--- config.mk ---
export PLATFORM = sky130hd
export DESIGN_NAME = serial_rx_channel
export DESIGN_NICKNAME = d
export VERILOG_FILES = /design/src/rtl/srx_pkg.sv /design/src/rtl/srx_frame_fsm.sv /design/src/rtl/srx_hold_stage.sv /design/src/rtl/srx_fifo.sv /design/src/rtl/serial_rx_channel.sv
export SDC_FILE = /design/constraint.sdc
export NUM_CORES = 1
export LEC_CHECK = 0
export BUFFER_PORTS_ARGS = -buffer_cell sky130_fd_sc_hd__buf_4
export CAP_MARGIN = 15
export CORE_MARGIN = 2
export CORE_UTILIZATION = 40
export CTS_CLUSTER_SIZE = 10
export DETAILED_ROUTE_END_ITERATION = 7
export GPL_TIMING_DRIVEN = 0
export PLACE_DENSITY = 0.61
export SETUP_SLACK_MARGIN = 0.3
export SLEW_MARGIN = 5
export SYNTH_ARGS = -nofsm -noshare
export SYNTH_HDL_FRONTEND = slang
export SYNTH_SLANG_ARGS = --single-unit
--- constraint.sdc ---
create_clock -name clk -period 3.6 [get_ports clk]
set_clock_uncertainty 0.2 [all_clocks]
set_input_delay 0.72 -clock clk [delete_from_list [all_inputs] [get_ports clk]]
set_output_delay 0.72 -clock clk [all_outputs]
set_load 0.05 [all_outputs]
--- src/rtl/srx_pkg.sv ---
package srx_pkg;

    typedef enum logic [2:0] {
        ST_HUNT,
        ST_START,
        ST_DATA,
        ST_PARITY,
        ST_STOP,
        ST_BRKWAIT
    } rx_state_e;

    localparam logic [1:0] PAR_NONE  = 2'b00;
    localparam logic [1:0] PAR_EVEN  = 2'b01;
    localparam logic [1:0] PAR_ODD   = 2'b10;
    localparam logic [1:0] PAR_FORCE = 2'b11;

    typedef struct packed {
        logic       brk;
        logic       ferr;
        logic       perr;
        logic [7:0] data;
    } rx_entry_t;

endpackage

--- src/rtl/srx_frame_fsm.sv ---
module srx_frame_fsm
    import srx_pkg::*;
#(
    parameter int OVERSAMPLE = 16
) (
    input  logic       clk,
    input  logic       rst_n,
    input  logic       tick,
    input  logic       rxd,
    input  logic [1:0] cfg_len,
    input  logic [1:0] cfg_par,
    input  logic       cfg_par_force,
    output logic       frm_valid,
    output rx_entry_t  frm_entry
);

    localparam int CW = $clog2(OVERSAMPLE);
    localparam logic [CW-1:0] MID_LAST = CW'(OVERSAMPLE / 2 - 1);
    localparam logic [CW-1:0] BIT_LAST = CW'(OVERSAMPLE - 1);

    rx_state_e     state_q, state_d;
    logic [CW-1:0] cnt_q;
    logic [CW-1:0] cnt_last;
    logic [2:0]    bit_q;
    logic [2:0]    last_bit;
    logic [7:0]    shift_q;
    logic          par_acc_q;
    logic          zero_q;
    logic          perr_q;
    logic          par_en;
    logic          par_bad;
    logic          sample;
    logic          valid_q;
    rx_entry_t     entry_q;

    // data length code 0..3 maps to bit indices 4..7
    assign last_bit = {1'b1, cfg_len};
    assign par_en   = (cfg_par != PAR_NONE);
    assign cnt_last = (state_q == ST_START) ? MID_LAST : BIT_LAST;
    assign sample   = tick && (cnt_q == cnt_last);

    always_comb begin
        unique case (cfg_par)
            PAR_EVEN:  par_bad = par_acc_q ^ rxd;
            PAR_ODD:   par_bad = ~(par_acc_q ^ rxd);
            PAR_FORCE: par_bad = (rxd != cfg_par_force);
            default:   par_bad = 1'b0;
        endcase
    end

    // next-state logic
    always_comb begin
        state_d = state_q;
        unique case (state_q)
            ST_HUNT:    if (tick && !rxd) state_d = ST_START;
            ST_START:   if (sample) state_d = rxd ? ST_HUNT : ST_DATA;
            ST_DATA:    if (sample && (bit_q == last_bit))
                            state_d = par_en ? ST_PARITY : ST_STOP;
            ST_PARITY:  if (sample) state_d = ST_STOP;
            ST_STOP:    if (sample)
                            state_d = (zero_q && !rxd) ? ST_BRKWAIT : ST_HUNT;
            ST_BRKWAIT: if (tick && rxd) state_d = ST_HUNT;
            default:    state_d = ST_HUNT;
        endcase
    end

    // state register
    always_ff @(posedge clk or negedge rst_n) begin
        if (!rst_n) begin
            state_q <= ST_HUNT;
        end else begin
            state_q <= state_d;
        end
    end

    // sampling datapath and frame outputs
    always_ff @(posedge clk or negedge rst_n) begin
        if (!rst_n) begin
            cnt_q     <= '0;
            bit_q     <= '0;
            shift_q   <= '0;
            par_acc_q <= 1'b0;
            zero_q    <= 1'b0;
            perr_q    <= 1'b0;
            valid_q   <= 1'b0;
            entry_q   <= '0;
        end else begin
            valid_q <= 1'b0;
            if ((state_d != state_q) || sample || (state_q == ST_HUNT)
                || (state_q == ST_BRKWAIT)) begin
                cnt_q <= '0;
            end else if (tick) begin
                cnt_q <= cnt_q + 1'b1;
            end
            if (sample) begin
                unique case (state_q)
                    ST_START: begin
                        shift_q   <= '0;
                        bit_q     <= '0;
                        par_acc_q <= 1'b0;
                        zero_q    <= 1'b1;
                        perr_q    <= 1'b0;
                    end
                    ST_DATA: begin
                        shift_q[bit_q] <= rxd;
                        bit_q          <= bit_q + 3'd1;
                        par_acc_q      <= par_acc_q ^ rxd;
                        zero_q         <= zero_q & ~rxd;
                    end
                    ST_PARITY: begin
                        perr_q <= par_bad;
                        zero_q <= zero_q & ~rxd;
                    end
                    ST_STOP: begin
                        valid_q       <= 1'b1;
                        entry_q.brk   <= zero_q & ~rxd;
                        entry_q.ferr  <= ~rxd;
                        entry_q.perr  <= perr_q & ~(zero_q & ~rxd);
                        entry_q.data  <= shift_q;
                    end
                    default: ;
                endcase
            end
        end
    end

    assign frm_valid = valid_q;
    assign frm_entry = entry_q;

endmodule

--- src/rtl/srx_hold_stage.sv ---
module srx_hold_stage
    import srx_pkg::*;
(
    input  logic      clk,
    input  logic      rst_n,
    input  logic      frm_valid,
    input  rx_entry_t frm_entry,
    input  logic      fifo_full,
    input  logic      ovr_clr,
    output logic      push,
    output rx_entry_t push_entry,
    output logic      overrun
);

    logic      hold_vld_q;
    rx_entry_t hold_q;
    logic      ovr_q;
    logic      ovr_set;

    assign push    = hold_vld_q && !fifo_full;
    assign ovr_set = frm_valid && hold_vld_q && !push;

    always_ff @(posedge clk or negedge rst_n) begin
        if (!rst_n) begin
            hold_vld_q <= 1'b0;
            hold_q     <= '0;
            ovr_q      <= 1'b0;
        end else begin
            if (frm_valid && !ovr_set) begin
                hold_q     <= frm_entry;
                hold_vld_q <= 1'b1;
            end else if (push) begin
                hold_vld_q <= 1'b0;
            end
            if (ovr_set) begin
                ovr_q <= 1'b1;
            end else if (ovr_clr) begin
                ovr_q <= 1'b0;
            end
        end
    end

    assign push_entry = hold_q;
    assign overrun    = ovr_q;

endmodule

--- src/rtl/srx_fifo.sv ---
module srx_fifo #(
    parameter int DEPTH = 8,
    parameter int WIDTH = 11
) (
    input  logic             clk,
    input  logic             rst_n,
    input  logic             push,
    input  logic [WIDTH-1:0] push_data,
    input  logic             pop,
    output logic [WIDTH-1:0] head,
    output logic             full,
    output logic             empty
);

    localparam int AW   = (DEPTH > 1) ? $clog2(DEPTH) : 1;
    localparam int CNTW = $clog2(DEPTH + 1);
    localparam logic [AW-1:0]   PTR_LAST = AW'(DEPTH - 1);
    localparam logic [CNTW-1:0] CNT_FULL = CNTW'(DEPTH);

    logic [WIDTH-1:0] mem [DEPTH];
    logic [AW-1:0]    wr_ptr_q, rd_ptr_q;
    logic [CNTW-1:0]  count_q;
    logic             do_push, do_pop;

    assign full    = (count_q == CNT_FULL);
    assign empty   = (count_q == '0);
    assign do_push = push && !full;
    assign do_pop  = pop && !empty;
    assign head    = mem[rd_ptr_q];

    for (genvar gi = 0; gi < DEPTH; gi++) begin : g_slot
        always_ff @(posedge clk) begin
            if (do_push && (wr_ptr_q == AW'(gi))) begin
                mem[gi] <= push_data;
            end
        end
    end

    always_ff @(posedge clk or negedge rst_n) begin
        if (!rst_n) begin
            wr_ptr_q <= '0;
            rd_ptr_q <= '0;
            count_q  <= '0;
        end else begin
            if (do_push) begin
                wr_ptr_q <= (wr_ptr_q == PTR_LAST) ? '0 : wr_ptr_q + 1'b1;
            end
            if (do_pop) begin
                rd_ptr_q <= (rd_ptr_q == PTR_LAST) ? '0 : rd_ptr_q + 1'b1;
            end
            unique case ({do_push, do_pop})
                2'b10:   count_q <= count_q + 1'b1;
                2'b01:   count_q <= count_q - 1'b1;
                default: ;
            endcase
        end
    end

endmodule

--- src/rtl/serial_rx_channel.sv ---
module serial_rx_channel
    import srx_pkg::*;
#(
    parameter int FIFO_DEPTH = 8,
    parameter int OVERSAMPLE = 16
) (
    input  logic       clk,
    input  logic       rst_n,
    input  logic       tick16,
    input  logic       rxd,
    input  logic [1:0] cfg_len,
    input  logic [1:0] cfg_par,
    input  logic       cfg_par_force,
    input  logic       rd_en,
    output logic [7:0] rd_data,
    output logic       rd_perr,
    output logic       rd_ferr,
    output logic       rd_brk,
    output logic       rx_ready,
    output logic       fifo_full,
    output logic       overrun,
    input  logic       ovr_clr,
    output logic       rts_n
);

    localparam int ENTRY_W = $bits(rx_entry_t);

    logic             frm_valid;
    rx_entry_t        frm_entry;
    logic             push;
    rx_entry_t        push_entry;
    logic [ENTRY_W-1:0] head_v;
    rx_entry_t        head_e;
    logic             q_full, q_empty;

    srx_frame_fsm #(
        .OVERSAMPLE(OVERSAMPLE)
    ) u_fsm (
        .clk          (clk),
        .rst_n        (rst_n),
        .tick         (tick16),
        .rxd          (rxd),
        .cfg_len      (cfg_len),
        .cfg_par      (cfg_par),
        .cfg_par_force(cfg_par_force),
        .frm_valid    (frm_valid),
        .frm_entry    (frm_entry)
    );

    srx_hold_stage u_hold (
        .clk       (clk),
        .rst_n     (rst_n),
        .frm_valid (frm_valid),
        .frm_entry (frm_entry),
        .fifo_full (q_full),
        .ovr_clr   (ovr_clr),
        .push      (push),
        .push_entry(push_entry),
        .overrun   (overrun)
    );

    srx_fifo #(
        .DEPTH(FIFO_DEPTH),
        .WIDTH(ENTRY_W)
    ) u_fifo (
        .clk      (clk),
        .rst_n    (rst_n),
        .push     (push),
        .push_data(ENTRY_W'(push_entry)),
        .pop      (rd_en),
        .head     (head_v),
        .full     (q_full),
        .empty    (q_empty)
    );

    assign head_e    = rx_entry_t'(head_v);
    assign rd_data   = q_empty ? 8'h00 : head_e.data;
    assign rd_perr   = !q_empty && head_e.perr;
    assign rd_ferr   = !q_empty && head_e.ferr;
    assign rd_brk    = !q_empty && head_e.brk;
    assign rx_ready  = !q_empty;
    assign fifo_full = q_full;
    assign rts_n     = q_full;

endmodule

### Word-level counts from Yosys, hierarchy flattened

Memory sizes are Yosys's and may differ from the RTL's.
Cells that the tools add are included.

* memories kept: 1
* input port bits: 11
* word-level logic and storage cells: 182
* output and inout port bits: 15
* bits in writable memories: 88
* flip-flop bits (word level): 56

* reduce and logical (&&, ||, !) cells: 54
* bitwise logic cells: 6
* eq/ne operators: 23
* $lt $le $gt $ge: 2
* muxes and demuxes: 69
* add/sub/neg operators: 6

Memories
* u_fifo.mem: words 8, bits a word 11, read ports 1, clocked after Yosys merged registers in 0, write ports 1, RTL line srx_fifo.sv:20 `logic [WIDTH-1:0] mem [DEPTH];`

Operators by type and width (number)
* $mux W11: 7
* $reduce_or A11 Y1: 7
* $mux W3: 17
* $mux W1: 30
* $logic_and A1 B1 Y1: 23
* $eq A3 B3 Y1 const B: 7
* $pmux W3 S6: 1
* $pmux W8 S2: 1
* $reduce_bool A2 Y1: 8
* $eq A3 B2 Y1 const B: 4
* $mux W4: 3
* $add A3 B1 Y3 const B: 3
* $add A4 B1 Y4 const B: 2
* $bwmux W8: 1
* $mux W8: 1
* $pmux W4 S2: 1
* $reduce_and A2 Y1: 4
* $eq A2 B2 Y1 const B: 3
* $eq A3 B1 Y1 const B: 2
* $logic_not A3 Y1: 2
* $pmux W1 S2: 3
* $pmux W3 S2: 1
* $logic_not A1 Y1: 5
* $eq A2 B1 Y1 const B: 2
* 17 further kinds: 22

### Depth between registers and ports, before layout

* depth after elaboration: 15
* gate-level depth with buffers: 10
* gate-level depth less buffers: 10

### Hierarchy

From an unflattened synthesis, not the netlist that was laid out.

* cells, all modules: 426
* area total of the unflattened synthesis: 6626.4 um2

Modules (own cells, without submodules)
* srx_fifo: times used 1, cells each 201, sequential area each 2892.8 um2, area each 4140.2 um2
* srx_frame_fsm: times used 1, cells each 180, sequential area each 825.8 um2, area each 1819.2 um2
* srx_hold_stage: times used 1, cells each 31, sequential area each 325.3 um2, area each 538.0 um2
* serial_rx_channel: times used 1, cells each 14, sequential area each 0.0 um2, area each 128.9 um2

### Worst setup path after synthesis

Ideal clock, no wire load.

* path type: reg2reg
* from: reg u_fifo.count_q[1]
* to: reg u_fifo.count_q[3]
* slack: 0.746 ns
* arrival time: 2.551 ns
* period minus slack after synthesis: 2.854 ns
* library setup time: 0.104 ns
* cell stages (with the launch flop): 9
* required time: 3.296 ns
* path buffers: 0
* cell sequence: dfrtp_1 -> nor4b_4 -> nor2b_1 -> inv_2 -> ha_1 -> ha_1 -> a21oi_1 -> o21ai_0 -> o311ai_1

* cells in the longest elaborated chain, start to end: 6
* elaborated cells on any way between the ends: 13
* classes of those cells: add/sub (2); eq/ne (3); mux (1); reduce/logical (7)

Ends and longest elaborated chain
* start: declaration: RTL line srx_fifo.sv:22 `logic [CNTW-1:0] count_q;`
* start signal: assignment: RTL line srx_fifo.sv:52 `2'b10: count_q <= count_q + 1'b1;`
* start signal: assignment: RTL line srx_fifo.sv:53 `2'b01: count_q <= count_q - 1'b1;`
* $eq A4 B4 Y1 (*): RTL line srx_fifo.sv:25 `assign full = (count_q == CNT_FULL);`
* named net fifo_full: RTL line serial_rx_channel.sv:20 `output logic fifo_full,`
* $logic_not A1 Y1 (*): RTL line srx_hold_stage.sv:20, srx_fifo.sv:27
* $logic_and A1 B1 Y1: RTL line srx_hold_stage.sv:20 `assign push = hold_vld_q && !fifo_full;`
* $logic_and A1 B1 Y1 (*): RTL line srx_fifo.sv:27 `assign do_push = push && !full;`
* $eq A2 B1 Y1 or $eq A2 B2 Y1 (tied branches): RTL line srx_fifo.sv:51 `unique case ({do_push, do_pop})`
* $pmux W4 S2 or $reduce_bool A2 Y1 (tied branches)

Mark *: on every way through the listed nets, which the timed path passes. The rest lies on a longest branch.
A chain may end at the register's enable or synchronous reset.

### Worst setup path in the final report

* from: reg u_fifo.rd_ptr_q[0]
* to: out rd_data[7]

* cells in the longest elaborated chain, start to end: 2

Ends and longest elaborated chain
* start: declaration: RTL line srx_fifo.sv:21 `logic [AW-1:0] wr_ptr_q, rd_ptr_q;`
* start signal: assignment: RTL line srx_fifo.sv:49 `rd_ptr_q <= (rd_ptr_q == PTR_LAST) ? '0 : rd_ptr_q + 1'b1;`
* $mem_v2 Z8 W11
* $mux W8: RTL line serial_rx_channel.sv:77 `assign rd_data = q_empty ? 8'h00 : head_e.data;`
* end: declaration: RTL line serial_rx_channel.sv:15 `output logic [7:0] rd_data,`

Every way passes these cells.

==> metrics.md <==
| Metric | Value |
|---|---|
| Routed vias/inst | `5.10` |
| Clk buf depth | `2` |
| Final worst path period need | `3110 ps` |
| Count leader, synth | `edfxtp_1` |
| P_leak | `2.96 nW` |
| Initial Util | `40.5%` |
| Setup TNS Final | `0 ps` |
| Max IR drop VDD | `0.334 mV` |
| Port bufs | `24` |
| Max_cap viols | `0` |
| Final setup viols | `0` |
| H-tree depth | `4` |
| Util after Layout | `47.2%` |
| Post-synthesis register bit count | `144` |
| Tcrit/Tclk final | `86.4%` |
| Layout cells sized above 1 | `27.4%` |
| First-pass GRT wire length | `19000 um` |
| Synth Flop Type | `edfxtp_1` |
| Net Count, Synth | `444` |
| RSZ-0062 raised after global routing | `false` |
| Pin count of the biggest net entering global routing | `57` |
| Nature of the critical path endpoint | `primary output` |
| Final #Nets | `487` |
| Power Density | `697 nW/um2` |
| DRC | `0` |
| Placed Area | `6820 um2` |
| Worst skew pair latency | `420 ps` |
| Via Count | `3524` |
| Sequential element share of the synthesized area | `63.5%` |
| Crit path launch | `u_fifo.rd_ptr_q[0]$_DFFE_PN0P_` |
| Max Clk Rate | `321 MHz` |
| Post-Place Cells | `659` |
| Ports | `26` |
| Non-Filler Instances | `691` |
| Antenna-violating nets left | `0` |
| Rows | `46` |
| ANT cells | `0` |
| Avg Synthesized Cell Area | `15.2 um2` |
| Total gr overflow | `0` |
| Worst Path Required | `2680 ps` |
| Worst-path fanout max | `10` |
| Slew HR | `41.4%` |
| Synth top area share | `41.5%` |
| Worst R2R Start | `u_fifo.count_q[1]$_DFFE_PN0P_` |
| Final Cell Area | `7420 um2` |
| Die H | `130 um` |
| # Post-CTS Setup Buffers | `0` |
| Netlist cell types | `61` |
| Post-Synthesis Cells | `419` |
| Reg clk slew, reported paths | `60 ps` |
| Most instantiated cells after synthesis | `edfxtp_1, dfrtp_1, mux4_2` |
| Routed WL | `11800 um` |
| Hold Buf Count CTS | `0` |
| Fin. max-slew vios | `0` |
| Total CTS buffers | `17` |
| Leading area contributor after synthesis | `edfxtp_1` |
| Worst-Margin Slew | `879 ps` |
| RePlAce Congestion | `0.815` |
| CTS tree | `built` |
| Startpoint Class | `register` |
| Layout area overhead | `16.4%` |
| Iter 0 DRT Violations | `231` |
| Post-synth EDFFs | `88` |
| Status | `complete, no violations` |
| Clk sink count | `144` |
| Root Buffer | `clkbuf_16` |
| Vias in the first global route | `3577` |
| Async S/R FF share, synth | `38.9%` |
| Die ar. | `16900 um2` |
| Core Footprint | `15700 um2` |
| Routed WL per cell | `17.0 um` |
| Worst path arrival time | `2190 ps` |
| Critical path class | `register to primary output` |
| Total iterations of the first detailed-routing run | `5` |
| Final Hold Vio Count | `0` |
| Hold Crit Class | `input port to async pin` |
| Cell Area, Synth | `6370 um2` |
| Die W | `130 um` |
| Final HPWL DP | `7700 um` |
| Area contributors post-synth | `edfxtp_1, dfrtp_1, mux4_2` |
| Yosys warnings | `0` |
| Initial antenna violation count | `0` |
| All-layer global routing usage | `15.2%` |
layout make-up:
cell class,instances,area (um2)
Multi-Input combinational cell,233,2110
Timing Repair Buffer,24,180
Clock inverter,14,154
Buffer,25,158
Tap cell,216,270
Inverter,17,63.8
Clock buffer,18,439
Fill cell,1360,8300
Sequential cell,144,4040
routing by layer:
metal | wire length, um | up-vias | global-route usage, %
li1 | - | 1669 | -
met1 | 5340 | 1790 | 19.2
met5 | 0 | - | 0
met2 | 5850 | 55 | 25.4
met4 | 136 | 0 | 4.93
met3 | 438 | 10 | 4.06
final timing paths:
kind / cells after the start / to / slack, ps
worst max-delay path: 6 / rd_data[7] / 490
max in group asynchronous: 1 / u_fsm.frm_entry[3]$_DFFE_PN0P_ / 2550
worst min-delay path: 1 / u_fsm.cnt_q[0]$_DFFE_PN0P_ / 150
worst max register to register: 9 / u_fifo.count_q[3]$_DFFE_PN0P_ / 600
worst min register to register: 2 / u_hold.hold_vld_q$_DFFE_PN0P_ / 270
min in group clk: 2 / u_hold.hold_vld_q$_DFFE_PN0P_ / 270
report_power, final:
group | total, W | internal [W] | leakage (nW) | switching (W)
sequential | 0.00193 | 0.00183 | 1.62 | 0.000107
clock | 0.00176 | 0.00105 | 0.280 | 0.000708
combinational | 0.00148 | 0.000583 | 1.06 | 0.000899
total | 0.00517 | 0.00346 | 2.96 | 0.00171
cell families (layout without fill, tap and decap cells):
| family | count (synthesis) | count (layout) | synth area share [%] |
|---|---|---|---|
| adder cells (fa/ha/maj) | 14 | 14 | 2.87 |
| multiplexers | 56 | 56 | 14.3 |
| flip-flops | 144 | 144 | 63.5 |
| buffers and inverters | 42 | 98 | 3.42 |
| AND/OR/NAND/NOR | 93 | 93 | 8.54 |
| XOR/XNOR | 12 | 12 | 1.65 |
| AO/OA/AOI/OAI | 58 | 58 | 5.74 |
cells in the final DEF (no fill, tap or decap), drive strengths merged, types with 4 or more instances in the layout:
master,instances
buf,43
nor2b,5
clkinvlp,4
ha,13
nand2,19
nand3,7
clkbuf,24
nor2,20
o21ai,28
mux2i,13
mux4,22
mux2,21
edfxtp,88
and3,6
nor3,7
nand2b,8
dfrtp,56
a21oi,9
inv,23
xnor2,9
state kept, by name (all words and copies together) (netlist names), 3 cells and up:
| name | cells |
|---|---|
| u_fifo.count_q | 4 |
| u_fsm.cnt_q | 4 |
| u_fsm.state_q | 3 |
| u_fsm.bit_q | 3 |
| u_fifo.mem | 88 |
| u_fifo.wr_ptr_q | 3 |
| u_fsm.frm_entry | 11 |
| u_hold.push_entry | 11 |
| u_fifo.rd_ptr_q | 3 |
| u_fsm.shift_q | 8 |
worst max-delay path, cell delays in order, from the launching register on:
cell and delay (ps):
dfrtp_1 350, buf_2 240, buf_6 240, mux4_2 510
mux2i_1 130, nor2_1 80, buf_4 220
metrics by stage:
| stage | total power, W | setup slack [ps] | hold WS, ps |
|---|---|---|---|
| floorplan | 0.00307 | 746 | 224 |
| CTS | 0.00523 | 320 | 181 |
| global placement | 0.00343 | 660 | 267 |
| finish | 0.00517 | 488 | 146 |
| global route | 0.00542 | 334 | 199 |
| detailed placement | 0.00347 | 594 | 265 |
what timing repair did:
action | in CTS | in global routing
setup endpoints to repair | 5 | 9
endpoints found under the hold margin | 0 | 0
gates resized for setup | 2 | 1
(Power assumes the default switching activity.)
